[config.mk]
export PLATFORM = sky130hd
export DESIGN_NAME = dual_timer_unit
export DESIGN_NICKNAME = d
export VERILOG_FILES = /design/src/rtl/dtu_pkg.sv /design/src/rtl/dtu_rst_sync.sv /design/src/rtl/dtu_down_timer.sv /design/src/rtl/dtu_irq_ctrl.sv /design/src/rtl/dual_timer_unit.sv
export SDC_FILE = /design/constraint.sdc
export NUM_CORES = 1
export LEC_CHECK = 0
export BUFFER_PORTS_ARGS = -buffer_cell sky130_fd_sc_hd__buf_2
export CORE_ASPECT_RATIO = 1.4
export CORE_MARGIN = 4
export CORE_UTILIZATION = 55
export DETAILED_ROUTE_END_ITERATION = 10
export GPL_TIMING_DRIVEN = 1
export PLACE_DENSITY = 0.77
export SETUP_SLACK_MARGIN = 0.15
export SYNTH_ARGS = -nofsm -noshare
export SYNTH_HDL_FRONTEND = slang
export SYNTH_SLANG_ARGS = --single-unit
[constraint.sdc]
create_clock -name clk -period 2.24 [get_ports clk]
set_input_delay 0.112 -clock clk [delete_from_list [all_inputs] [get_ports clk]]
set_output_delay 0.112 -clock clk [all_outputs]
set_load 0.01 [all_outputs]
[src/rtl/dtu_pkg.sv]
package dtu_pkg;
  localparam int DATA_W = 8;

  typedef enum logic [3:0] {
    IDX_TA_CLO = 4'd0,
    IDX_TA_CHI = 4'd1,
    IDX_TA_LLO = 4'd2,
    IDX_TA_LHI = 4'd3,
    IDX_TB_CLO = 4'd4,
    IDX_TB_CHI = 4'd5,
    IDX_MODE   = 4'd6,
    IDX_FLAG   = 4'd7,
    IDX_ENAB   = 4'd8
  } reg_idx_e;

  localparam int FLG_SR = 2;
  localparam int FLG_TB = 5;
  localparam int FLG_TA = 6;

  localparam logic [1:0] TA_MODE_FREE = 2'b01;
endpackage

[src/rtl/dtu_rst_sync.sv]
module dtu_rst_sync #(
  parameter int STAGES = 2
) (
  input  logic clk,
  input  logic rst_n,
  output logic rst_sync_n
);
  logic [STAGES-1:0] chain_q;

  always_ff @(posedge clk or negedge rst_n) begin
    if (!rst_n) chain_q <= '0;
    else        chain_q <= {chain_q[STAGES-2:0], 1'b1};
  end

  assign rst_sync_n = chain_q[STAGES-1];
endmodule

[src/rtl/dtu_down_timer.sv]
module dtu_down_timer #(
  parameter int              CNT_W      = 16,
  parameter logic [CNT_W-1:0] LATCH_RST = '1,
  parameter bit              HAS_RELOAD = 1'b1
) (
  input  logic               clk,
  input  logic               rst_n,
  input  logic               tick_en,
  input  logic               free_mode,
  input  logic               lat_lo_we,
  input  logic               lat_hi_we,
  input  logic               load_we,
  input  logic [CNT_W/2-1:0] wr_byte,
  output logic [CNT_W-1:0]   cnt_q,
  output logic [CNT_W-1:0]   lat_q,
  output logic               zero_evt
);
  localparam int HALF = CNT_W / 2;

  logic [CNT_W-1:0] cnt_d, lat_d;
  logic             arm_q, arm_d;
  logic             reload_ok;
  logic             cnt_en, lat_en;

  generate
    if (HAS_RELOAD) begin : g_reload
      assign reload_ok = free_mode;
    end else begin : g_oneshot
      assign reload_ok = 1'b0 & free_mode;
    end
  endgenerate

  assign cnt_en = load_we | tick_en;
  assign lat_en = lat_lo_we | lat_hi_we | load_we;

  always_comb begin
    lat_d    = lat_q;
    cnt_d    = cnt_q;
    arm_d    = arm_q;
    zero_evt = 1'b0;
    if (lat_lo_we)             lat_d[HALF-1:0]     = wr_byte;
    if (lat_hi_we || load_we)  lat_d[CNT_W-1:HALF] = wr_byte;
    if (load_we) begin
      cnt_d = {wr_byte, lat_q[HALF-1:0]};
      arm_d = 1'b1;
    end else if (tick_en) begin
      if (reload_ok && (cnt_q == '1)) cnt_d = lat_q;
      else                            cnt_d = cnt_q - 1'b1;
      if ((cnt_d == '0) && (reload_ok || arm_q)) begin
        zero_evt = 1'b1;
        if (!reload_ok) arm_d = 1'b0;
      end
    end
  end

  always_ff @(posedge clk or negedge rst_n) begin
    if (!rst_n) begin
      cnt_q <= '1;
      lat_q <= LATCH_RST;
      arm_q <= 1'b0;
    end else begin
      if (cnt_en) begin
        cnt_q <= cnt_d;
        arm_q <= arm_d;
      end
      if (lat_en) lat_q <= lat_d;
    end
  end
endmodule

[src/rtl/dtu_irq_ctrl.sv]
module dtu_irq_ctrl #(
  parameter int               FLG_W    = 7,
  parameter logic [FLG_W-1:0] IRQ_MASK = 7'h44
) (
  input  logic             clk,
  input  logic             rst_n,
  input  logic [FLG_W-1:0] set_vec,
  input  logic [FLG_W-1:0] clr_vec,
  input  logic             ena_we,
  input  logic [FLG_W:0]   ena_wdata,
  output logic [FLG_W-1:0] flg_q,
  output logic [FLG_W-1:0] ena_q,
  output logic             irq
);
  logic [FLG_W-1:0] flg_d, ena_d;
  logic             flg_en;

  assign flg_en = |set_vec | |clr_vec;

  always_comb begin
    flg_d = (flg_q & ~clr_vec) | set_vec;
    ena_d = ena_q;
    if (ena_wdata[FLG_W]) ena_d = ena_q | ena_wdata[FLG_W-1:0];
    else                  ena_d = ena_q & ~ena_wdata[FLG_W-1:0];
  end

  always_ff @(posedge clk or negedge rst_n) begin
    if (!rst_n) begin
      flg_q <= '0;
      ena_q <= '0;
    end else begin
      if (flg_en) flg_q <= flg_d;
      if (ena_we) ena_q <= ena_d;
    end
  end

  assign irq = |(flg_q & ena_q & IRQ_MASK);
endmodule

[src/rtl/dual_timer_unit.sv]
module dual_timer_unit
  import dtu_pkg::*;
#(
  parameter int IDX_LSB = 9,
  parameter int IDX_W   = 4,
  parameter int CNT_W   = 16
) (
  input  logic                     clk,
  input  logic                     rst_n,
  input  logic [IDX_LSB+IDX_W-1:0] bus_addr,
  input  logic                     wr_en,
  input  logic [DATA_W-1:0]        wr_data,
  input  logic                     rd_en,
  output logic [DATA_W-1:0]        rd_data,
  input  logic                     tick_en,
  input  logic                     sr_pulse,
  output logic                     irq
);
  localparam int FLG_W = DATA_W - 1;
  localparam int HALF  = CNT_W / 2;

  logic             rst_sync_n;
  logic [IDX_W-1:0] idx;
  logic             unused_addr_bits;

  logic [CNT_W-1:0] ta_cnt, ta_lat, tb_cnt, tb_lat_unused;
  logic             ta_evt, tb_evt;
  logic [DATA_W-1:0] mode_q, mode_d;
  logic             ta_free;
  logic [FLG_W-1:0] set_vec, clr_vec, flg_q, ena_q;

  logic w_ta_clo, w_ta_chi, w_ta_llo, w_ta_lhi, w_tb_clo, w_tb_chi;
  logic w_mode, w_flag, w_enab, r_ta_clo, r_tb_clo;

  dtu_rst_sync #(.STAGES(2)) u_rst (
    .clk       (clk),
    .rst_n     (rst_n),
    .rst_sync_n(rst_sync_n)
  );

  assign idx              = bus_addr[IDX_LSB+IDX_W-1:IDX_LSB];
  assign unused_addr_bits = ^bus_addr[IDX_LSB-1:0];

  assign w_ta_clo = wr_en && (idx == IDX_W'(IDX_TA_CLO));
  assign w_ta_chi = wr_en && (idx == IDX_W'(IDX_TA_CHI));
  assign w_ta_llo = wr_en && (idx == IDX_W'(IDX_TA_LLO));
  assign w_ta_lhi = wr_en && (idx == IDX_W'(IDX_TA_LHI));
  assign w_tb_clo = wr_en && (idx == IDX_W'(IDX_TB_CLO));
  assign w_tb_chi = wr_en && (idx == IDX_W'(IDX_TB_CHI));
  assign w_mode   = wr_en && (idx == IDX_W'(IDX_MODE));
  assign w_flag   = wr_en && (idx == IDX_W'(IDX_FLAG));
  assign w_enab   = wr_en && (idx == IDX_W'(IDX_ENAB));
  assign r_ta_clo = rd_en && (idx == IDX_W'(IDX_TA_CLO));
  assign r_tb_clo = rd_en && (idx == IDX_W'(IDX_TB_CLO));

  // Mode register: next-state and storage
  always_comb begin
    mode_d = mode_q;
    if (w_mode) mode_d = wr_data;
  end

  always_ff @(posedge clk or negedge rst_sync_n) begin
    if (!rst_sync_n)  mode_q <= '0;
    else if (w_mode)  mode_q <= mode_d;
  end

  assign ta_free = (mode_q[DATA_W-1:DATA_W-2] == TA_MODE_FREE);

  dtu_down_timer #(
    .CNT_W     (CNT_W),
    .LATCH_RST ('1),
    .HAS_RELOAD(1'b1)
  ) u_timer_a (
    .clk      (clk),
    .rst_n    (rst_sync_n),
    .tick_en  (tick_en),
    .free_mode(ta_free),
    .lat_lo_we(w_ta_clo | w_ta_llo),
    .lat_hi_we(w_ta_lhi),
    .load_we  (w_ta_chi),
    .wr_byte  (wr_data[HALF-1:0]),
    .cnt_q    (ta_cnt),
    .lat_q    (ta_lat),
    .zero_evt (ta_evt)
  );

  dtu_down_timer #(
    .CNT_W     (CNT_W),
    .LATCH_RST ('0),
    .HAS_RELOAD(1'b0)
  ) u_timer_b (
    .clk      (clk),
    .rst_n    (rst_sync_n),
    .tick_en  (tick_en),
    .free_mode(1'b0),
    .lat_lo_we(w_tb_clo),
    .lat_hi_we(1'b0),
    .load_we  (w_tb_chi),
    .wr_byte  (wr_data[HALF-1:0]),
    .cnt_q    (tb_cnt),
    .lat_q    (tb_lat_unused),
    .zero_evt (tb_evt)
  );

  always_comb begin
    set_vec         = '0;
    set_vec[FLG_SR] = sr_pulse;
    set_vec[FLG_TB] = tb_evt;
    set_vec[FLG_TA] = ta_evt;
    clr_vec         = w_flag ? wr_data[FLG_W-1:0] : '0;
    if (r_ta_clo)              clr_vec[FLG_TA] = 1'b1;
    if (r_tb_clo || w_tb_chi)  clr_vec[FLG_TB] = 1'b1;
  end

  dtu_irq_ctrl #(
    .FLG_W   (FLG_W),
    .IRQ_MASK(FLG_W'((1 << FLG_SR) | (1 << FLG_TA)))
  ) u_irq (
    .clk      (clk),
    .rst_n    (rst_sync_n),
    .set_vec  (set_vec),
    .clr_vec  (clr_vec),
    .ena_we   (w_enab),
    .ena_wdata(wr_data),
    .flg_q    (flg_q),
    .ena_q    (ena_q),
    .irq      (irq)
  );

  // Read mux
  always_comb begin
    rd_data = '0;
    if (rd_en) begin
      case (idx)
        IDX_W'(IDX_TA_CLO): rd_data = ta_cnt[HALF-1:0];
        IDX_W'(IDX_TA_CHI): rd_data = ta_cnt[CNT_W-1:HALF];
        IDX_W'(IDX_TA_LLO): rd_data = ta_lat[HALF-1:0];
        IDX_W'(IDX_TA_LHI): rd_data = ta_lat[CNT_W-1:HALF];
        IDX_W'(IDX_TB_CLO): rd_data = tb_cnt[HALF-1:0];
        IDX_W'(IDX_TB_CHI): rd_data = tb_cnt[CNT_W-1:HALF];
        IDX_W'(IDX_MODE):   rd_data = mode_q;
        IDX_W'(IDX_FLAG):   rd_data = {|(flg_q & ena_q), flg_q};
        IDX_W'(IDX_ENAB):   rd_data = {1'b1, ena_q};
        default:            rd_data = '0;
      endcase
    end
  end
endmodule

==> results.txt, run 1 <==
Seq pwr share: 41.5%
Worst IR Drop VDD: 0.709 mV
multi-input logic area: 3080 um^2
CTS tree: yes
grt met1 use: 37.2%
leakage power: 2.56 nW
Final Cycle Share: 110%
Critical Path RT: 2.47 ns
drt pass-1 iters: 5
DIE HEIGHT: 122 um
Synth top area share: 24.9%
Sink Count: 82
CP endpoint kind: register
vias in the first global route: 4556
PwrDens: 1040 nW/um^2
Cells after Synth: 522
Startpoint Class: register
via/cell ratio: 6.49
vias: 4593
register area share after synthesis: 41.6%
Warnings, synthesis: 0
final hold vios: 0
arrival time at the worst endpoint: 2.70 ns
status: finished with violations
P_int: 0.00427 W
diodes inserted: 0
Most Crowded Layer GR: met2
CTS Buffer Depth: 2
Core Rows: 41
ys async rst share: 100%
Slew HR: 65.8%
Cells after DPL: 684
die width: 89.2 um
Layout Skew: 0.00675 ns
# port buffers: 26
hold crit path type: primary input to async pin
most frequent cells after synthesis: nor2_1, nand2_1, dfstp_2, mux2_2
initial antenna violation count: 0
worst-path cell chain: inv_2 > ha_4 > or3b_4 > or2_4 > o21ai_2 > a31oi_2 > a2111oi_4 > o2111ai_2 > o22a_1
Register-to-Register Path Depth: 9
Area Growth Syn to Fin: 25.9%
Final WS setup: -0.234 ns
fin crit period: 2.47 ns
Power, Total: 0.00662 W
GRT met3 Usage: 5.41%
FMAX: 404 MHz
Final Setup Violations: 3
IO Pins: 36
GR met2 Demand/Resource: 49.6%
ratio of cells with drive above 1 in the final layout: 45.3%
ANT nets after route: 0
Crit Path Max Fanout: 4
initial drt markers: 421
DRC violations left: 0
Worst R2R Start: u_timer_a.cnt_q[1]$_DFFE_PN1P_
number of distinct library cells after synthesis: 75
Clk pwr share: 24.2%
post-route insts no fill: 708
cell taking the most area after synthesis: dfstp_2
sw frac: 35.4%
Reg area: 2120 um^2
grt ovf: 0
Core Region: 9030 um^2
RSZ-0062 raised after global routing: true
flops & latches, synth: 82
Slew Viols, Final: 0
fillcell total: 635
Placer Congestion: 0.995
failing checks: setup timing
top post-synthesis cells by area: dfstp_2, dfrtp_1, mux2_2, nor2_1, nand2_1
Post-synth top flop: dfstp_2
H-tree depth: 3
switching power: 0.00234 W
die area: 10800 um^2
r2r setup slk: -0.23 ns
global-route wire length before repair: 24700 um
CTS clk-pin slew, worst paths: 0.06 ns
slowest stage cell, crit path: dfstp_2
max_cap viols: 0
slowest stage delay, CP: 0.40 ns
post-route setup TNS: -0.436 ns
Final Util: 70.7%
Post-Syn Area per Cell: 9.72 um^2
CTS buffer count: 9
Logic pwr share: 34.3%
largest net degree at the start of global routing: 44
Initial Util: 56.2%
Least-Margin Pin Slew: 0.513 ns
post-synthesis cell area: 5070 um^2
Synthesized Nets: 553
count leader, synth: nor2_1
Routed WL: 16100 um
clock latency on the worst-skew pair: 0.34 ns
NumNets Final: 627
Post-synth EDFFs: 0
Crit Path Category: register to register
Detailed Place HPWL: 11500 um
r2r endpoint: u_timer_a.arm_q$_DFFE_PN0P_
hold slack: 0.0764 ns
wire per inst: 22.8 um
GRT Util Overall: 30.8%
root buffer cell: clkbuf_16
[area by class of cell]
cell class                      instances  share of cell area, %
Clock inverter                          4                  0.862
Multi-Input combinational cell        397                   48.1
Clock buffer                           12                   4.35
Sequential cell                        82                   33.1
Timing Repair Buffer                   94                   10.7
Inverter                               12                  0.705
Tap cell                              107                   2.10
[flip-flops by register name, summed over array words and instances, names as in the netlist, named ones only]
signal	count
u_timer_a.cnt_q	16
u_timer_b.lat_q	8
u_rst.chain_q	2
u_timer_a.arm_q	1
u_timer_a.lat_q	16
u_timer_b.arm_q	1
u_timer_b.cnt_q	16
u_irq.flg_q	7
mode_q	8
[power groups by stage]
stage / clock network [W] / logic, W / registers (W)
finish: 0.00160 / 0.00227 / 0.00275
global route: 0.00170 / 0.00246 / 0.00278
CTS: 0.00162 / 0.00204 / 0.00266
detailed placement: 0 / 0.00196 / 0.00267
global placement: 0 / 0.00192 / 0.00265
floorplan: 0 / 0.00139 / 0.00243
[logic make-up after synthesis]
logic type	after synthesis	share of synthesized area (%)
AO/OA/AOI/OAI	123	16.5
XOR/XNOR	30	5.33
adder cells (fa/ha/maj)	4	0.987
buffers and inverters	43	4.29
flip-flops	82	41.6
multiplexers	60	13.0
other	1	0.0739
AND/OR/NAND/NOR	179	18.2
[placed cells by master, fill, tap and decap left out, types with 12 or more instances in the layout]
cell type	n
a21oi_1	32
buf_2	26
buf_4	58
dfrtp_1	33
dfstp_2	48
mux2_2	47
mux2i_1	12
nand2_1	46
nor2_1	47
nor3_1	13
xnor2_1	15
xor2_1	13
[metal layers]
layer  up-vias  wire length, um  part of all wire, %
met5         -                0                    0
met4         0             1140                  7.1
met3        83             1220                  7.6
met2       237             8060                   50
met1      2227             5720                   35
li1       2046                -                    -
[critical path, delay by kind of cell, from the launching register on]
kind | cells | cell delay, ns
flops | 1 | 0.40
fa+ha+maj | 1 | 0.13
simple gates | 2 | 0.64
buf+inv | 1 | 0.08
compound gates | 5 | 1.12
[worst max path at each step]
| stage | startpoint | to | slack [ns] |
|---|---|---|---|
| final | u_timer_a.cnt_q[1]$_DFFE_PN1P_ | u_timer_a.arm_q$_DFFE_PN0P_ | -0.23 |
| after global routing | u_timer_a.cnt_q[1]$_DFFE_PN1P_ | u_timer_a.arm_q$_DFFE_PN0P_ | -0.34 |
| after CTS | u_timer_a.cnt_q[0]$_DFFE_PN1P_ | u_timer_a.arm_q$_DFFE_PN0P_ | -0.23 |
| after detailed placement | u_timer_a.cnt_q[0]$_DFFE_PN1P_ | u_timer_a.arm_q$_DFFE_PN0P_ | -0.23 |
| after global placement | u_timer_a.cnt_q[0]$_DFFE_PN1P_ | u_timer_a.arm_q$_DFFE_PN0P_ | -0.16 |
| after floorplan | u_timer_a.cnt_q[0]$_DFFE_PN1P_ | u_timer_a.arm_q$_DFFE_PN0P_ | -0.12 |
[stage by stage]
step	instance area, um^2	setup slack, ns
floorplan	5080	-0.124
global placement	5630	-0.161
detailed placement	5630	-0.234
CTS	6060	-0.234
global route	6390	-0.336
finish	6390	-0.234
[timing repair]
item                                    in CTS  in global routing
endpoints found under the setup margin       6                 28
cloned                                       0                  0
buffers inserted                             1                  5
hold endpoints to repair                     3                  0
hold buffers                                 2                  0
pin swaps                                    3                 26
resized for setup                           12                 61
Power figures use the tool's default switching activity.
==> run 2, diff against run 1 <==
--- a/config.mk
+++ b/config.mk
@@ -6,12 +6,14 @@
 export NUM_CORES = 1
 export LEC_CHECK = 0
 export BUFFER_PORTS_ARGS = -buffer_cell sky130_fd_sc_hd__buf_2
+export CELL_PAD_IN_SITES_DETAIL_PLACEMENT = 0
+export CELL_PAD_IN_SITES_GLOBAL_PLACEMENT = 1
 export CORE_ASPECT_RATIO = 1.4
 export CORE_MARGIN = 4
-export CORE_UTILIZATION = 55
+export CORE_UTILIZATION = 43
 export DETAILED_ROUTE_END_ITERATION = 10
 export GPL_TIMING_DRIVEN = 1
-export PLACE_DENSITY = 0.77
+export PLACE_DENSITY_LB_ADDON = 0.1
 export SETUP_SLACK_MARGIN = 0.15
 export SYNTH_ARGS = -nofsm -noshare
 export SYNTH_HDL_FRONTEND = slang
==> results.txt, run 2 (synthesis gave the netlist of run 1 again) <==
final hold vios: 0 (unchanged)
Critical Path RT: 2.47 ns (about the same)
fillcell total: 1028 (was 635)
initial antenna violation count: 0 (unchanged)
max_cap viols: 0 (unchanged)
slowest stage delay, CP: 0.40 ns (about the same)
RSZ-0062 raised after global routing: true (unchanged)
Core Rows: 46 (was 41)
diodes inserted: 0 (unchanged)
DRC violations left: 0 (unchanged)
CTS buffer count: 9 (unchanged)
Final WS setup: -0.234 ns (about the same)
PwrDens: 1010 nW/um^2 (was 1040 nW/um^2)
root buffer cell: clkbuf_16 (unchanged)
NumNets Final: 640 (was 627)
grt ovf: 0 (unchanged)
DIE HEIGHT: 137 um (was 122 um)
Startpoint Class: register (unchanged)
fin crit period: 2.47 ns (about the same)
Worst IR Drop VDD: 0.469 mV (was 0.709 mV)
vias: 4409 (was 4593)
worst-path cell chain: inv_1 > ha_2 > or3b_4 > or2_4 > or3_4 > o211ai_2 > o2111a_1 > o2111ai_2 > o22a_1 (was inv_2 > ha_4 > or3b_4 > or2_4 > o21ai_2 > a31oi_2 > a2111oi_4 > o2111ai_2 > o22a_1)
largest registers: u_timer_a.cnt_q (16), u_timer_a.lat_q (16), u_timer_b.cnt_q (16) (unchanged)
CTS Buffer Depth: 2 (unchanged)
GRT Util Overall: 26.1% (was 30.8%)
vias in the first global route: 4501 (was 4556)
status: finished with violations (unchanged)
Crit Path Max Fanout: 4 (unchanged)
FMAX: 404 MHz (about the same)
failing checks: setup timing (unchanged)
Crit Path Category: register to register (unchanged)
Slew HR: 25.7% (was 65.8%)
ratio of cells with drive above 1 in the final layout: 44.1% (was 45.3%)
CP top delay family: simple AND/OR/NAND/NOR gates (was compound AO/OA/AOI/OAI gates)
Final Util: 55.7% (was 70.7%)
ANT nets after route: 0 (unchanged)
commonest cells after routing, fill and taps aside: buf_4, nor2_1, dfstp_2 (was buf_4, dfstp_2, nor2_1, mux2_2, nand2_1)
wire per inst: 22.4 um (was 22.8 um)
Placement Setup Slack: -0.235 ns (was -0.234 ns)
CP endpoint kind: register (unchanged)
leakage power: 2.59 nW (was 2.56 nW)
# port buffers: 26 (unchanged)
Routed WL: 17000 um (was 16100 um)
Sink Count: 82 (unchanged)
Final Cycle Share: 110% (about the same)
arrival time at the worst endpoint: 2.70 ns (about the same)
Reg area: 2120 um^2 (unchanged)
IO Pins: 36 (unchanged)
Final Setup Violations: 3 (unchanged)
CTS clk-pin slew, worst paths: 0.06 ns (about the same)
Core Region: 11500 um^2 (was 9030 um^2)
drt pass-1 iters: 5 (unchanged)
Slew Viols, Final: 0 (unchanged)
Detailed Place HPWL: 12800 um (was 11500 um)
worst path bufs/invs: 1 (unchanged)
via/cell ratio: 5.82 (was 6.49)
Area Growth Syn to Fin: 25.8% (was 25.9%)
Least-Margin Pin Slew: 1.11 ns (was 0.513 ns)
slowest stage cell, crit path: or3b_4 (was dfstp_2)
Layout Skew: 0.00573 ns (was 0.00675 ns)
die area: 13600 um^2 (was 10800 um^2)
CTS tree: yes (unchanged)
largest net degree at the start of global routing: 43 (was 44)
global-route wire length before repair: 26500 um (was 24700 um)
H-tree depth: 3 (unchanged)
commonest non-fill, non-tap cell in the layout: buf_4 (unchanged)
multi-input logic area: 2960 um^2 (was 3080 um^2)
die width: 99.8 um (was 89.2 um)
initial drt markers: 270 (was 421)
hold crit path type: primary input to async pin (unchanged)
Initial Util: 44.3% (was 56.2%)
Placer Congestion: 0.982 (was 0.995)
clock latency on the worst-skew pair: 0.34 ns (about the same)
[run 2: changes by cell type in the layout (fill, tap and decap cells not counted), sizes merged]
cell / delta
buf: +13
bufinv: -1
clkinv: +1
clkinvlp: +1
inv: -1
[run 2: where the power goes]
part	internal, W	total, W	switching [W]
logic	0.00119	0.00233	0.00114
registers	0.00212	0.00266	0.000540
clock network	0.000845	0.00144	0.000591
[run 2: through the flow]
stage | hold WS, ns | TNS (ns) | area (um^2) | total power [W] | instances
2_1_floorplan | -0.184 | -0.124 | 5080 | 0.00381 | 522
3_5_place_dp | -0.102 | -0.500 | 5720 | 0.00473 | 727
6_report | 0.0753 | -0.505 | 6380 | 0.00643 | 758
3_3_place_gp | -0.104 | -0.357 | 5720 | 0.00471 | 727
4_1_cts | 0.0663 | -0.477 | 6180 | 0.00632 | 749
5_1_grt | 0.0774 | -0.974 | 6380 | 0.00678 | 758
[run 2: timing repair]
item,4_1_cts,5_1_grt
setup buffers,4,9
hold buffers,2,0
resized for setup,23,32
pin swaps,15,24
endpoints found under the setup margin,10,18
endpoints found under the hold margin,3,0
[run 2: final cells by class]
cell class	instances	share of cell area [%]
repair buffers	107	12.3
clock inverters	4	0.392
clock buffers	12	4.20
well taps	144	2.82
inverters	12	0.706
flip-flops and latches	82	33.2
multi-input cells	397	46.4
[run 2: final timing paths]
| kind | cells after the start | startpoint | to | slack (ns) |
|---|---|---|---|---|
| max | 9 | u_timer_a.cnt_q[0]$_DFFE_PN1P_ | u_timer_a.arm_q$_DFFE_PN0P_ | -0.23 |
| max reg2reg | 9 | u_timer_a.cnt_q[0]$_DFFE_PN1P_ | u_timer_a.arm_q$_DFFE_PN0P_ | -0.23 |
| max in group asynchronous | 1 | u_rst.chain_q[1]$_DFF_PN0_ | u_timer_a.cnt_q[6]$_DFFE_PN1P_ | 1.24 |
| min reg2reg | 0 | u_rst.chain_q[1]$_DFF_PN0_ | async pin | 0.32 |
| min | 2 | rst_n | u_rst.chain_q[1]$_DFF_PN0_ | 0.08 |
| min in group clk | 3 | wr_data[5] | u_timer_a.cnt_q[13]$_DFFE_PN1P_ | 0.11 |
[run 2: layer usage]
| layer | vias to the layer above | track usage, % | wire length, um |
|---|---|---|---|
| li1 | 2068 | - | - |
| met1 | 2196 | 32.3 | 7040 |
| met2 | 106 | 45.6 | 8780 |
| met3 | 39 | 3.88 | 527 |
| met4 | 0 | 10.3 | 655 |
| met5 | - | 0 | 0 |
==> run 3, diff against run 2 <==
--- a/config.mk
+++ b/config.mk
@@ -13,6 +13,7 @@
 export CORE_UTILIZATION = 43
 export DETAILED_ROUTE_END_ITERATION = 10
 export GPL_TIMING_DRIVEN = 1
+export MAX_ROUTING_LAYER = met4
 export PLACE_DENSITY_LB_ADDON = 0.1
 export SETUP_SLACK_MARGIN = 0.15
 export SYNTH_ARGS = -nofsm -noshare
==> results.txt, run 3 (synthesis gave the netlist of run 1 again) <==
Core Rows: 46 (unchanged)
clock latency on the worst-skew pair: 0.34 ns (about the same)
die area: 13600 um^2 (unchanged)
Layout Skew: 0.00822 ns (was 0.00573 ns)
wire per inst: 22.6 um (was 22.4 um)
Placer Congestion: 0.996 (was 0.982)
die width: 99.8 um (unchanged)
Final Setup Violations: 3 (unchanged)
r2r endpoint: u_timer_a.arm_q$_DFFE_PN0P_ (unchanged)
Least-Margin Pin Slew: 1.08 ns (was 1.11 ns)
grt ovf: 0 (unchanged)
worst-path cell chain: ha_4 > nand4_1 > or3_4 > or2_4 > o32a_1 > a2111oi_4 > o2111ai_2 > o22a_1 (was inv_1 > ha_2 > or3b_4 > or2_4 > or3_4 > o211ai_2 > o2111a_1 > o2111ai_2 > o22a_1)
DIE HEIGHT: 137 um (unchanged)
Initial Util: 44.3% (unchanged)
Detailed Place HPWL: 12900 um (was 12800 um)
Cells after DPL: 727 (unchanged)
fin crit period: 2.51 ns (was 2.47 ns)
Placement Setup Slack: -0.253 ns (was -0.235 ns)
slowest stage delay, CP: 0.58 ns (was 0.40 ns)
Worst R2R Start: u_timer_a.cnt_q[1]$_DFFE_PN1P_ (was u_timer_a.cnt_q[0]$_DFFE_PN1P_)
initial drt markers: 341 (was 270)
CTS Buffer Depth: 2 (unchanged)
global-route wire length before repair: 26600 um (was 26500 um)
RSZ-0062 raised after global routing: true (unchanged)
Core Region: 11500 um^2 (unchanged)
Slew HR: 27.1% (was 25.7%)
Startpoint Class: register (unchanged)
Final Cycle Share: 112% (was 110%)
Sink Count: 82 (unchanged)
fillcell total: 1051 (was 1028)
slowest stage cell, crit path: dfstp_2 (was or3b_4)
Critical Path RT: 2.47 ns (about the same)
Worst IR Drop VDD: 0.606 mV (was 0.469 mV)
commonest non-fill, non-tap cell in the layout: buf_4 (unchanged)
GRT Util Overall: 27.0% (was 26.1%)
ANT nets after route: 0 (unchanged)
max_cap viols: 0 (unchanged)
CTS buffer count: 9 (unchanged)
CTS tree: yes (unchanged)
PwrDens: 1040 nW/um^2 (was 1010 nW/um^2)
failing checks: setup timing (unchanged)
via/cell ratio: 5.80 (was 5.82)
hold crit path type: primary input to async pin (unchanged)
status: finished with violations (unchanged)
Register-to-Register Path Depth: 8 (was 9)
commonest cells after routing, fill and taps aside: buf_4, dfstp_2, nand2_1, nor2_1, mux2_2 (was buf_4, nor2_1, dfstp_2)
root buffer cell: clkbuf_16 (unchanged)
Final Util: 56.0% (was 55.7%)
post-route setup TNS: -0.608 ns (was -0.505 ns)
leakage power: 2.59 nW (about the same)
r2r setup slk: -0.27 ns (was -0.23 ns)
Area Growth Syn to Fin: 26.4% (was 25.8%)
FMAX: 399 MHz (was 404 MHz)
multi-input logic area: 2990 um^2 (was 2960 um^2)
initial antenna violation count: 0 (unchanged)
NumNets Final: 635 (was 640)
ratio of cells with drive above 1 in the final layout: 44.2% (was 44.1%)
vias in the first global route: 4592 (was 4501)
largest net degree at the start of global routing: 42 (was 43)
CP endpoint kind: register (unchanged)
Slew Viols, Final: 0 (unchanged)
final hold vios: 0 (unchanged)
Routed WL: 17000 um (about the same)
drt pass-1 iters: 4 (was 5)
Final WS setup: -0.267 ns (was -0.234 ns)
H-tree depth: 3 (unchanged)
post-route insts no fill: 753 (was 758)
Power, Total: 0.00665 W (was 0.00643 W)
diodes inserted: 0 (unchanged)
Crit Path Max Fanout: 5 (was 4)
Crit Path Category: register to register (unchanged)
CTS clk-pin slew, worst paths: 0.06 ns (about the same)
largest registers: u_timer_a.cnt_q (16), u_timer_a.lat_q (16), u_timer_b.cnt_q (16) (unchanged)
# port buffers: 26 (unchanged)
IO Pins: 36 (unchanged)
Reg area: 2120 um^2 (unchanged)
vias: 4368 (was 4409)
DRC violations left: 0 (unchanged)
arrival time at the worst endpoint: 2.73 ns (was 2.70 ns)
==> run 3: how the worst max path moves through the flow <==
stage               slack (ns)  cells after the start                            from                     endpoint
floorplan                -0.12                      8  u_timer_a.cnt_q[0]$_DFFE_PN1P_  u_timer_a.arm_q$_DFFE_PN0P_
global placement         -0.19                      9  u_timer_a.cnt_q[0]$_DFFE_PN1P_  u_timer_a.arm_q$_DFFE_PN0P_
detailed placement       -0.25                      9  u_timer_a.cnt_q[0]$_DFFE_PN1P_  u_timer_a.arm_q$_DFFE_PN0P_
CTS                      -0.22                      9  u_timer_a.cnt_q[1]$_DFFE_PN1P_  u_timer_a.arm_q$_DFFE_PN0P_
global route             -0.36                      8  u_timer_a.cnt_q[0]$_DFFE_PN1P_  u_timer_a.arm_q$_DFFE_PN0P_
finish                   -0.27                      8  u_timer_a.cnt_q[1]$_DFFE_PN1P_  u_timer_a.arm_q$_DFFE_PN0P_
==> run 3: metal layers <==
| layer | up-vias | wire length [um] | GRT usage [%] |
|---|---|---|---|
| met2 | 128 | 8880 | 46.2 |
| met3 | 31 | 792 | 4.23 |
| met4 | 0 | 523 | 9.57 |
| li1 | 2052 | - | - |
| met5 | - | 0 | - |
| met1 | 2157 | 6810 | 32.0 |
==> run 3: layout make-up <==
type,instances,area share [%]
inverter,12,0.761
timing repair buffer,102,11.8
sequential,82,33.0
tap,144,2.81
clock inverter,5,0.936
clock buffer,11,4.12
multi-input combinational,397,46.5
==> run 3: through the flow <==
stage	hold slack, ns	cell area [um^2]
final	0.0781	6410
after global placement	-0.104	5720
after CTS	0.0749	6220
after floorplan	-0.184	5080
after global routing	0.0838	6410
after detailed placement	-0.102	5720
==> run 3: repair_timing <==
item                                   CTS  global route
resized for setup                       25            40
pin swaps                                5            23
endpoints found under the hold margin    3             0
buffers inserted                         3             5
hold buffers                             2             0
setup endpoints to repair               11            23
==> run 3: worst max-delay path, delay by kind of cell (launching register included) <==
kind | cells | cell delay, ns
flip-flops | 1 | 0.58
adder cells (fa/ha/maj) | 1 | 0.14
AND/OR/NAND/NOR | 3 | 0.66
AO/OA/AOI/OAI | 4 | 1.02
==> run 3: where the power goes <==
group	switching, W	internal, W
sequential	0.000559	0.00212
combinational	0.00114	0.00124
clock	0.000616	0.000964
